`src/rtl/pexp_pkg.sv`:
```
package pexp_pkg;
    localparam int BYTE_W = 8;
    localparam int SEL_W  = 2;
    localparam int CNT_W  = $clog2(BYTE_W + 1);

    typedef enum logic [SEL_W-1:0] {
        SEL_INPUT  = 2'd0,
        SEL_OUTPUT = 2'd1,
        SEL_INVERT = 2'd2,
        SEL_DIR    = 2'd3
    } reg_sel_e;

    typedef enum logic [3:0] {
        ST_IDLE,
        ST_ADDR,
        ST_ADDR_ACK,
        ST_CMD,
        ST_CMD_ACK,
        ST_WDATA,
        ST_WDATA_ACK,
        ST_RDATA,
        ST_RDATA_ACK,
        ST_IGNORE
    } bus_state_e;
endpackage

```
`src/rtl/pexp_sync_vec.sv`:
```
module pexp_sync_vec #(
    parameter int   W       = 1,
    parameter int   STAGES  = 2,
    parameter logic RST_VAL = 1'b0
) (
    input  logic         clk,
    input  logic         rst_n,
    input  logic [W-1:0] d,
    output logic [W-1:0] q
);
    logic [W-1:0] pipe [STAGES];

    always_ff @(posedge clk or negedge rst_n) begin
        if (!rst_n) begin
            for (int i = 0; i < STAGES; i++) pipe[i] <= {W{RST_VAL}};
        end else begin
            pipe[0] <= d;
            for (int i = 1; i < STAGES; i++) pipe[i] <= pipe[i-1];
        end
    end

    assign q = pipe[STAGES-1];
endmodule

```
`src/rtl/pexp_bus_events.sv`:
```
module pexp_bus_events (
    input  logic clk,
    input  logic rst_n,
    input  logic scl_lvl,
    input  logic sda_lvl,
    output logic scl_rise,
    output logic scl_fall,
    output logic start_det,
    output logic stop_det
);
    logic scl_prev, sda_prev;

    always_ff @(posedge clk or negedge rst_n) begin
        if (!rst_n) begin
            scl_prev <= 1'b1;
            sda_prev <= 1'b1;
        end else begin
            scl_prev <= scl_lvl;
            sda_prev <= sda_lvl;
        end
    end

    assign scl_rise  =  scl_lvl & ~scl_prev;
    assign scl_fall  = ~scl_lvl &  scl_prev;
    assign start_det =  scl_lvl &  scl_prev &  sda_prev & ~sda_lvl;
    assign stop_det  =  scl_lvl &  scl_prev & ~sda_prev &  sda_lvl;
endmodule

```
`src/rtl/pexp_regfile.sv`:
```
module pexp_regfile
    import pexp_pkg::*;
(
    input  logic              clk,
    input  logic              rst_n,
    input  logic [BYTE_W-1:0] pins_sync,
    input  logic              sel_we,
    input  reg_sel_e          sel_new,
    input  logic              data_we,
    input  logic [BYTE_W-1:0] data_new,
    output reg_sel_e          sel_q,
    output logic [BYTE_W-1:0] rd_data,
    output logic [BYTE_W-1:0] out_q,
    output logic [BYTE_W-1:0] inv_q,
    output logic [BYTE_W-1:0] dir_q
);
    always_ff @(posedge clk or negedge rst_n) begin
        if (!rst_n) begin
            sel_q <= SEL_INPUT;
            out_q <= {BYTE_W{1'b1}};
            inv_q <= {BYTE_W{1'b0}};
            dir_q <= {BYTE_W{1'b1}};
        end else begin
            if (sel_we) sel_q <= sel_new;
            if (data_we) begin
                unique case (sel_q)
                    SEL_INPUT:  ;
                    SEL_OUTPUT: out_q <= data_new;
                    SEL_INVERT: inv_q <= data_new;
                    SEL_DIR:    dir_q <= data_new;
                endcase
            end
        end
    end

    always_comb begin
        unique case (sel_q)
            SEL_INPUT:  rd_data = pins_sync ^ inv_q;
            SEL_OUTPUT: rd_data = out_q;
            SEL_INVERT: rd_data = inv_q;
            SEL_DIR:    rd_data = dir_q;
        endcase
    end
endmodule

```
`src/rtl/i2c_port_expander.sv`:
```
module i2c_port_expander
    import pexp_pkg::*;
#(
    parameter logic [3:0] BASE_ADDR   = 4'b0111,
    parameter int         SYNC_STAGES = 2
) (
    input  logic              clk,
    input  logic              rst_n,
    input  logic              scl_i,
    input  logic              sda_i,
    output logic              sda_oe,
    input  logic [2:0]        strap_i,
    input  logic [BYTE_W-1:0] pin_in,
    output logic [BYTE_W-1:0] pin_out,
    output logic [BYTE_W-1:0] pin_oe
);
    localparam logic [CNT_W-1:0] FULL_CNT = CNT_W'(BYTE_W);
    localparam logic [CNT_W-1:0] LAST_TX  = CNT_W'(BYTE_W - 1);

    logic [1:0]        bus_sync;
    logic              scl_lvl, sda_lvl;
    logic              scl_rise, scl_fall, start_det, stop_det;
    logic [BYTE_W-1:0] pins_sync;

    bus_state_e        state, state_nx;
    logic [CNT_W-1:0]  bit_cnt;
    logic [BYTE_W-1:0] shift_q;
    logic              rw_q, mack_q, sda_oe_q;
    logic              byte_full, addr_hit, bus_event;

    reg_sel_e          sel_q;
    logic              sel_we, data_we;
    logic [BYTE_W-1:0] rd_data, out_q, inv_q, dir_q;

    pexp_sync_vec #(.W(2), .STAGES(SYNC_STAGES), .RST_VAL(1'b1)) u_bus_sync (
        .clk(clk), .rst_n(rst_n), .d({scl_i, sda_i}), .q(bus_sync)
    );
    assign scl_lvl = bus_sync[1];
    assign sda_lvl = bus_sync[0];

    pexp_sync_vec #(.W(BYTE_W), .STAGES(SYNC_STAGES), .RST_VAL(1'b0)) u_pin_sync (
        .clk(clk), .rst_n(rst_n), .d(pin_in), .q(pins_sync)
    );

    pexp_bus_events u_events (
        .clk(clk), .rst_n(rst_n), .scl_lvl(scl_lvl), .sda_lvl(sda_lvl),
        .scl_rise(scl_rise), .scl_fall(scl_fall),
        .start_det(start_det), .stop_det(stop_det)
    );

    assign byte_full = (bit_cnt == FULL_CNT);
    assign addr_hit  = (shift_q[BYTE_W-1:1] == {BASE_ADDR, strap_i});
    assign bus_event = start_det | stop_det;

    // state register
    always_ff @(posedge clk or negedge rst_n) begin
        if (!rst_n) state <= ST_IDLE;
        else        state <= state_nx;
    end

    // next state
    always_comb begin
        state_nx = state;
        if (stop_det) begin
            state_nx = ST_IDLE;
        end else if (start_det) begin
            state_nx = ST_ADDR;
        end else begin
            unique case (state)
                ST_IDLE, ST_IGNORE: ;
                ST_ADDR:
                    if (scl_fall && byte_full) state_nx = addr_hit ? ST_ADDR_ACK : ST_IGNORE;
                ST_ADDR_ACK:
                    if (scl_fall) state_nx = rw_q ? ST_RDATA : ST_CMD;
                ST_CMD:
                    if (scl_fall && byte_full) state_nx = ST_CMD_ACK;
                ST_CMD_ACK:
                    if (scl_fall) state_nx = ST_WDATA;
                ST_WDATA:
                    if (scl_fall && byte_full) state_nx = ST_WDATA_ACK;
                ST_WDATA_ACK:
                    if (scl_fall) state_nx = ST_WDATA;
                ST_RDATA:
                    if (scl_fall && bit_cnt == LAST_TX) state_nx = ST_RDATA_ACK;
                ST_RDATA_ACK:
                    if (scl_fall) state_nx = mack_q ? ST_RDATA : ST_IGNORE;
                default: state_nx = ST_IDLE;
            endcase
        end
    end

    // datapath and bus drive
    always_ff @(posedge clk or negedge rst_n) begin
        if (!rst_n) begin
            bit_cnt  <= '0;
            shift_q  <= '0;
            rw_q     <= 1'b0;
            mack_q   <= 1'b0;
            sda_oe_q <= 1'b0;
        end else if (bus_event) begin
            bit_cnt  <= '0;
            sda_oe_q <= 1'b0;
        end else begin
            unique case (state)
                ST_ADDR, ST_CMD, ST_WDATA: begin
                    if (scl_rise && !byte_full) begin
                        shift_q <= {shift_q[BYTE_W-2:0], sda_lvl};
                        bit_cnt <= bit_cnt + 1'b1;
                    end
                    if (scl_fall && byte_full) begin
                        bit_cnt <= '0;
                        if (state != ST_ADDR || addr_hit) sda_oe_q <= 1'b1;
                        if (state == ST_ADDR) rw_q <= shift_q[0];
                    end
                end
                ST_ADDR_ACK, ST_CMD_ACK, ST_WDATA_ACK: begin
                    if (scl_fall) begin
                        sda_oe_q <= 1'b0;
                        if (state == ST_ADDR_ACK && rw_q) begin
                            shift_q  <= rd_data;
                            sda_oe_q <= ~rd_data[BYTE_W-1];
                            bit_cnt  <= '0;
                        end
                    end
                end
                ST_RDATA: begin
                    if (scl_fall) begin
                        if (bit_cnt == LAST_TX) begin
                            sda_oe_q <= 1'b0;
                            bit_cnt  <= '0;
                        end else begin
                            shift_q  <= {shift_q[BYTE_W-2:0], 1'b0};
                            sda_oe_q <= ~shift_q[BYTE_W-2];
                            bit_cnt  <= bit_cnt + 1'b1;
                        end
                    end
                end
                ST_RDATA_ACK: begin
                    if (scl_rise) mack_q <= ~sda_lvl;
                    if (scl_fall && mack_q) begin
                        shift_q  <= rd_data;
                        sda_oe_q <= ~rd_data[BYTE_W-1];
                    end
                end
                default: ;
            endcase
        end
    end

    assign sel_we  = (state == ST_CMD)   && scl_fall && byte_full && !bus_event;
    assign data_we = (state == ST_WDATA) && scl_fall && byte_full && !bus_event;

    pexp_regfile u_regs (
        .clk(clk), .rst_n(rst_n), .pins_sync(pins_sync),
        .sel_we(sel_we), .sel_new(reg_sel_e'(shift_q[SEL_W-1:0])),
        .data_we(data_we), .data_new(shift_q),
        .sel_q(sel_q), .rd_data(rd_data),
        .out_q(out_q), .inv_q(inv_q), .dir_q(dir_q)
    );

    assign sda_oe  = sda_oe_q;
    assign pin_out = out_q;
    assign pin_oe  = ~dir_q;
endmodule

```
`config.mk`:
```
export PLATFORM = sky130hd
export DESIGN_NAME = i2c_port_expander
export DESIGN_NICKNAME = d
export VERILOG_FILES = /design/src/rtl/pexp_pkg.sv /design/src/rtl/pexp_sync_vec.sv /design/src/rtl/pexp_bus_events.sv /design/src/rtl/pexp_regfile.sv /design/src/rtl/i2c_port_expander.sv
export SDC_FILE = /design/constraint.sdc
export NUM_CORES = 1
export LEC_CHECK = 0
export ABC_AREA = 0
export BUFFER_PORTS_ARGS = -buffer_cell sky130_fd_sc_hd__clkbuf_2
export CAP_MARGIN = 5
export CORE_AREA = 4 4 81 83
export CTS_BUF_LIST = sky130_fd_sc_hd__clkbuf_8
export CTS_CLUSTER_DIAMETER = 120
export DETAILED_ROUTE_END_ITERATION = 8
export DIE_AREA = 0 0 85 87
export GPL_TIMING_DRIVEN = 1
export PLACE_DENSITY = 0.79
export SETUP_SLACK_MARGIN = 0.3
export SYNTH_ARGS = -nofsm -noshare
export SYNTH_HDL_FRONTEND = slang
export SYNTH_SLANG_ARGS = --single-unit
```
`constraint.sdc`:
```
create_clock -name clk -period 3.15 [get_ports clk]
set_clock_uncertainty 0.2 [all_clocks]
set_input_delay 0.315 -clock clk [delete_from_list [all_inputs] [get_ports clk]]
set_output_delay 0.315 -clock clk [all_outputs]
set_load 0.1 [all_outputs]
```
==> reports/results.tsv <==
stage	metric	value	unit
yosys	Synth cell types	59	
power	Lkg Pwr	0.00169	uW
clock_network	setup bufs post-CTS	0	
global_routing	GRT Total Usage	22.5	%
global_routing	GRT overflow	0	
sta	Finish-stage setup viols	0	
critical_path	WP data arrival	2.55	ns
yosys	cells taking the most area after synthesis	dfrtp_1 (33%), dfstp_2 (17%), mux2_2 (13%)	
layout	FF+latch area	0.00170	sq mm
min_path	HP Start	u_pin_sync.pipe[10]	
power	pwr dens	701	mW/mm^2
clock_network	TritonCTS clock tree	built	
layout	fill cell count	451	
clock_network	Clock Path Buffers	2	
yosys	Synth async-reset ratio	100	%
clock_network	CTS H-tree depth	3	
yosys	Primary FF master, synth	dfrtp_1	
detailed_routing	drt total wl	7330	um
sta	min cycle time layout	2.53	ns
run	Max-Cap Viols	0	
detailed_routing	top layer in use	met4	
detailed_routing	vias per cell	5.96	
yosys	register area share after synthesis	49.5	%
yosys	syn_nets	326	
critical_path	Reg-to-Reg Start	state[3]	
min_path	Worst Hold End	u_pin_sync.q[2]	
layout	final core occ	67.8	%
layout	fin nets	369	
placement	# port buffers	31	
power	switching power	1050	uW
critical_path	CP max FO	22	
critical_path	Crit path required time	3.17	ns
global_routing	vias in the first global route	2591	
critical_path	RR Endpoint	shift_q[2]	
yosys	Post-synth EDFFs	0	
floorplanning	Die Footprint	0.00740	sq mm
yosys	Yosys top cell by area	dfrtp_1	
clock_network	Skew-Pair Late Insertion Delay	0.34	ns
detailed_routing	met3 WL post-DR	370	um
floorplanning	Initial Util	58.8	%
power	Design Power	2780	uW
detailed_routing	Vias	2573	
yosys	Synth Register Bits	67	
critical_path	Worst R2R Path Depth	4	
critical_path	Worst Setup Start Kind	flop	
global_routing	largest net degree at the start of global routing	68	
power	Switching Share	37.6	%
detailed_routing	drt first pass iters	4	
floorplanning	Rows	28	
sta	Slew Viols, Final	0	
critical_path	WP buf/inv	0	
sta	RSZ-0062 raised after global routing	false	
yosys	Syn Std Cell Area	0.00344	sq mm
floorplanning	Core ar.	0.00585	sq mm
detailed_routing	drt first-iter violations	318	
clock_network	CTS Sinks	67	
floorplanning	Die X	85	um
clock_network	CTS root buf	clkbuf_8	
sta	Total Neg Setup Slack	0	ns
critical_path	Reg2Reg Setup Slack	0.62	ns
power	Internal	1730	uW
sta	Final Cycle Share	80.3	%
min_path	Hold Path Stages	0	
critical_path	crit-path max cell delay	0.77	ns
critical_path	slowest CP cell	dfrtp_1	
critical_path	worst setup path class	flop to flop	
placement	Final HPWL DP	4880	um
detailed_routing	Antenna Violating Nets Remaining	0	
detailed_routing	Met1 Wirelength	3190	um
sta	Rel. slew slack	54.2	%
power	Peak VDD IR	0.384	mV
yosys	Syn. warnings	0	
clock_network	clk slew on worst S/H paths	0.08	ns
power	Sequential Power Share	44.3	%
floorplanning	IO Pins	32	
yosys	Mapped Cells	309	
power	clock network fraction of design power	23.8	%
power	combinational cell fraction of total power	31.9	%
detailed_routing	wire per inst	17.0	um
placement	Final Wtd Congestion	0.905	
sta	achievable clock frequency	395	MHz
detailed_routing	# DRC	0	
min_path	Tightest Hold Check Type	flop to flop	
critical_path	cell depth of the worst setup path	4	
critical_path	CP startpoint	state[3]	
global_routing	antenna violations before repair	0	
detailed_routing	DR WL met2	3630	um
layout	layout cell share with drive strength beyond 1	36.1	%
layout	area of the multi-input gates	0.00163	sq mm
floorplanning	die height	87	um
clock_network	Num CTS Buffers	9	
yosys	Yosys top cell area share	32.7	%
global_routing	global-route wire length before repair	12900	um
critical_path	Crit path max-delay family	simple AND/OR/NAND/NOR gates	
critical_path	CP Capture Type	flop	
sta	final hold vios	0	
critical_path	critical-path cell list	nor4b_4 > o21ai_2 > nor3_4 > mux2_2	
layout	Synth-to-Final Area Change	15.2	%
yosys	mean area per synthesized cell	11.1	sq um
run_status	outcome	finished clean	
sta	Worst Max-Slew Pin Slew	0.687	ns
layout	number of diodes	0	
worst max-delay path by stage:
stage,endpoint,slack (ns)
after floorplan,shift_q[0],1.05
after global placement,shift_q[2],0.72
after detailed placement,shift_q[0],0.65
after CTS,shift_q[2],0.64
after global routing,shift_q[1],0.47
final,shift_q[2],0.62
Yosys cell counts (all sizes together), types with 3 or more instances:
cell	count
o21bai	3
nand2b	5
o211ai	3
nand3b	4
nor4	3
inv	11
clkbuf	5
nand3	10
buf	9
o21ai	27
mux2	46
xnor2	4
nor2	9
mux2i	10
dfstp	22
nor2b	4
nor3	10
a221oi	3
dfrtp	45
nand2	25
a21oi	18
layer usage:
layer / vias to the layer above / GRT usage, %
met5: - / 0
met4: 0 / 8.49
met3: 13 / 7.19
met2: 76 / 35.0
met1: 1274 / 29.7
li1: 1210 / -
cell families (layout without fill, tap and decap cells):
logic type	count (synthesis)	count (layout)	synth area share (%)
XOR/XNOR	5	5	1.27
flip-flops	67	67	49.5
AO/OA/AOI/OAI	67	67	12.1
multiplexers	56	56	18.0
buffers and inverters	25	73	3.13
adder cells (fa/ha/maj)	2	2	0.727
AND/OR/NAND/NOR	87	87	15.3
worst register-to-register path, cell delays in order, from the launching register on:
cell     delay, ns
dfrtp_1       0.77
nor4b_4       0.48
o21ai_2       0.15
nor3_4        0.41
mux2_2        0.39
power by group through the flow:
| stage | logic [uW] | registers (uW) | clock network [uW] |
|---|---|---|---|
| after global placement | 846 | 1230 | 0 |
| after global routing | 999 | 1260 | 725 |
| final | 887 | 1230 | 661 |
| after CTS | 886 | 1230 | 678 |
| after detailed placement | 872 | 1240 | 0 |
| after floorplan | 756 | 1150 | 0 |
layout by cell type (no fill, tap or decap), types with 3 or more instances in the layout:
cell and instances:
dlygate4sd3_1 11, nor2b_1 4, buf_4 3, clkbuf_2 30, xnor2_1 4, inv_1 11
nand2b_1 5, o21bai_1 3, nand3_1 9, dfrtp_1 45, nor2_1 9, dfstp_2 22
o211ai_1 3, a21oi_1 16, mux2_2 41, o21ai_0 25, nand2_1 24, clkbuf_8 11
nor3_1 9, mux2i_1 10, mux2_1 5
layout make-up:
cell class	count	share of cell area [%]
Clock buffer	11	3.82
Sequential cell	67	43.0
Timing Repair Buffer	46	7.77
Multi-Input combinational cell	217	41.1
Clock inverter	5	0.915
Inverter	11	1.04
Tap cell	75	2.37
state kept, by name, summed over array words and instances, names as in the netlist, 2 cells and up:
register,cells
u_regs.sel_q,2
u_pin_sync.pipe,8
shift_q,8
u_bus_sync.q,2
u_pin_sync.q,8
u_regs.out_q,8
u_regs.inv_q,8
u_bus_sync.pipe,2
bit_cnt,4
u_regs.dir_q,8
state,4
stage by stage:
stage / hold WS [ns] / cells / setup WS (ns) / cell area, sq um
after CTS: 0.151 / 432 / 0.636 / 3960
after global placement: 0.132 / 405 / 0.717 / 3670
after detailed placement: 0.136 / 405 / 0.651 / 3670
final: 0.149 / 432 / 0.621 / 3960
after floorplan: -0.181 / 309 / 1.05 / 3440
after global routing: 0.158 / 432 / 0.469 / 3960
repair_timing:
| item | in CTS | in global routing |
|---|---|---|
| hold buffers | 11 | 0 |
| gates resized for setup | 0 | 0 |
| hold endpoints to repair | 55 | 0 |
Power figures use the tool's default switching activity.
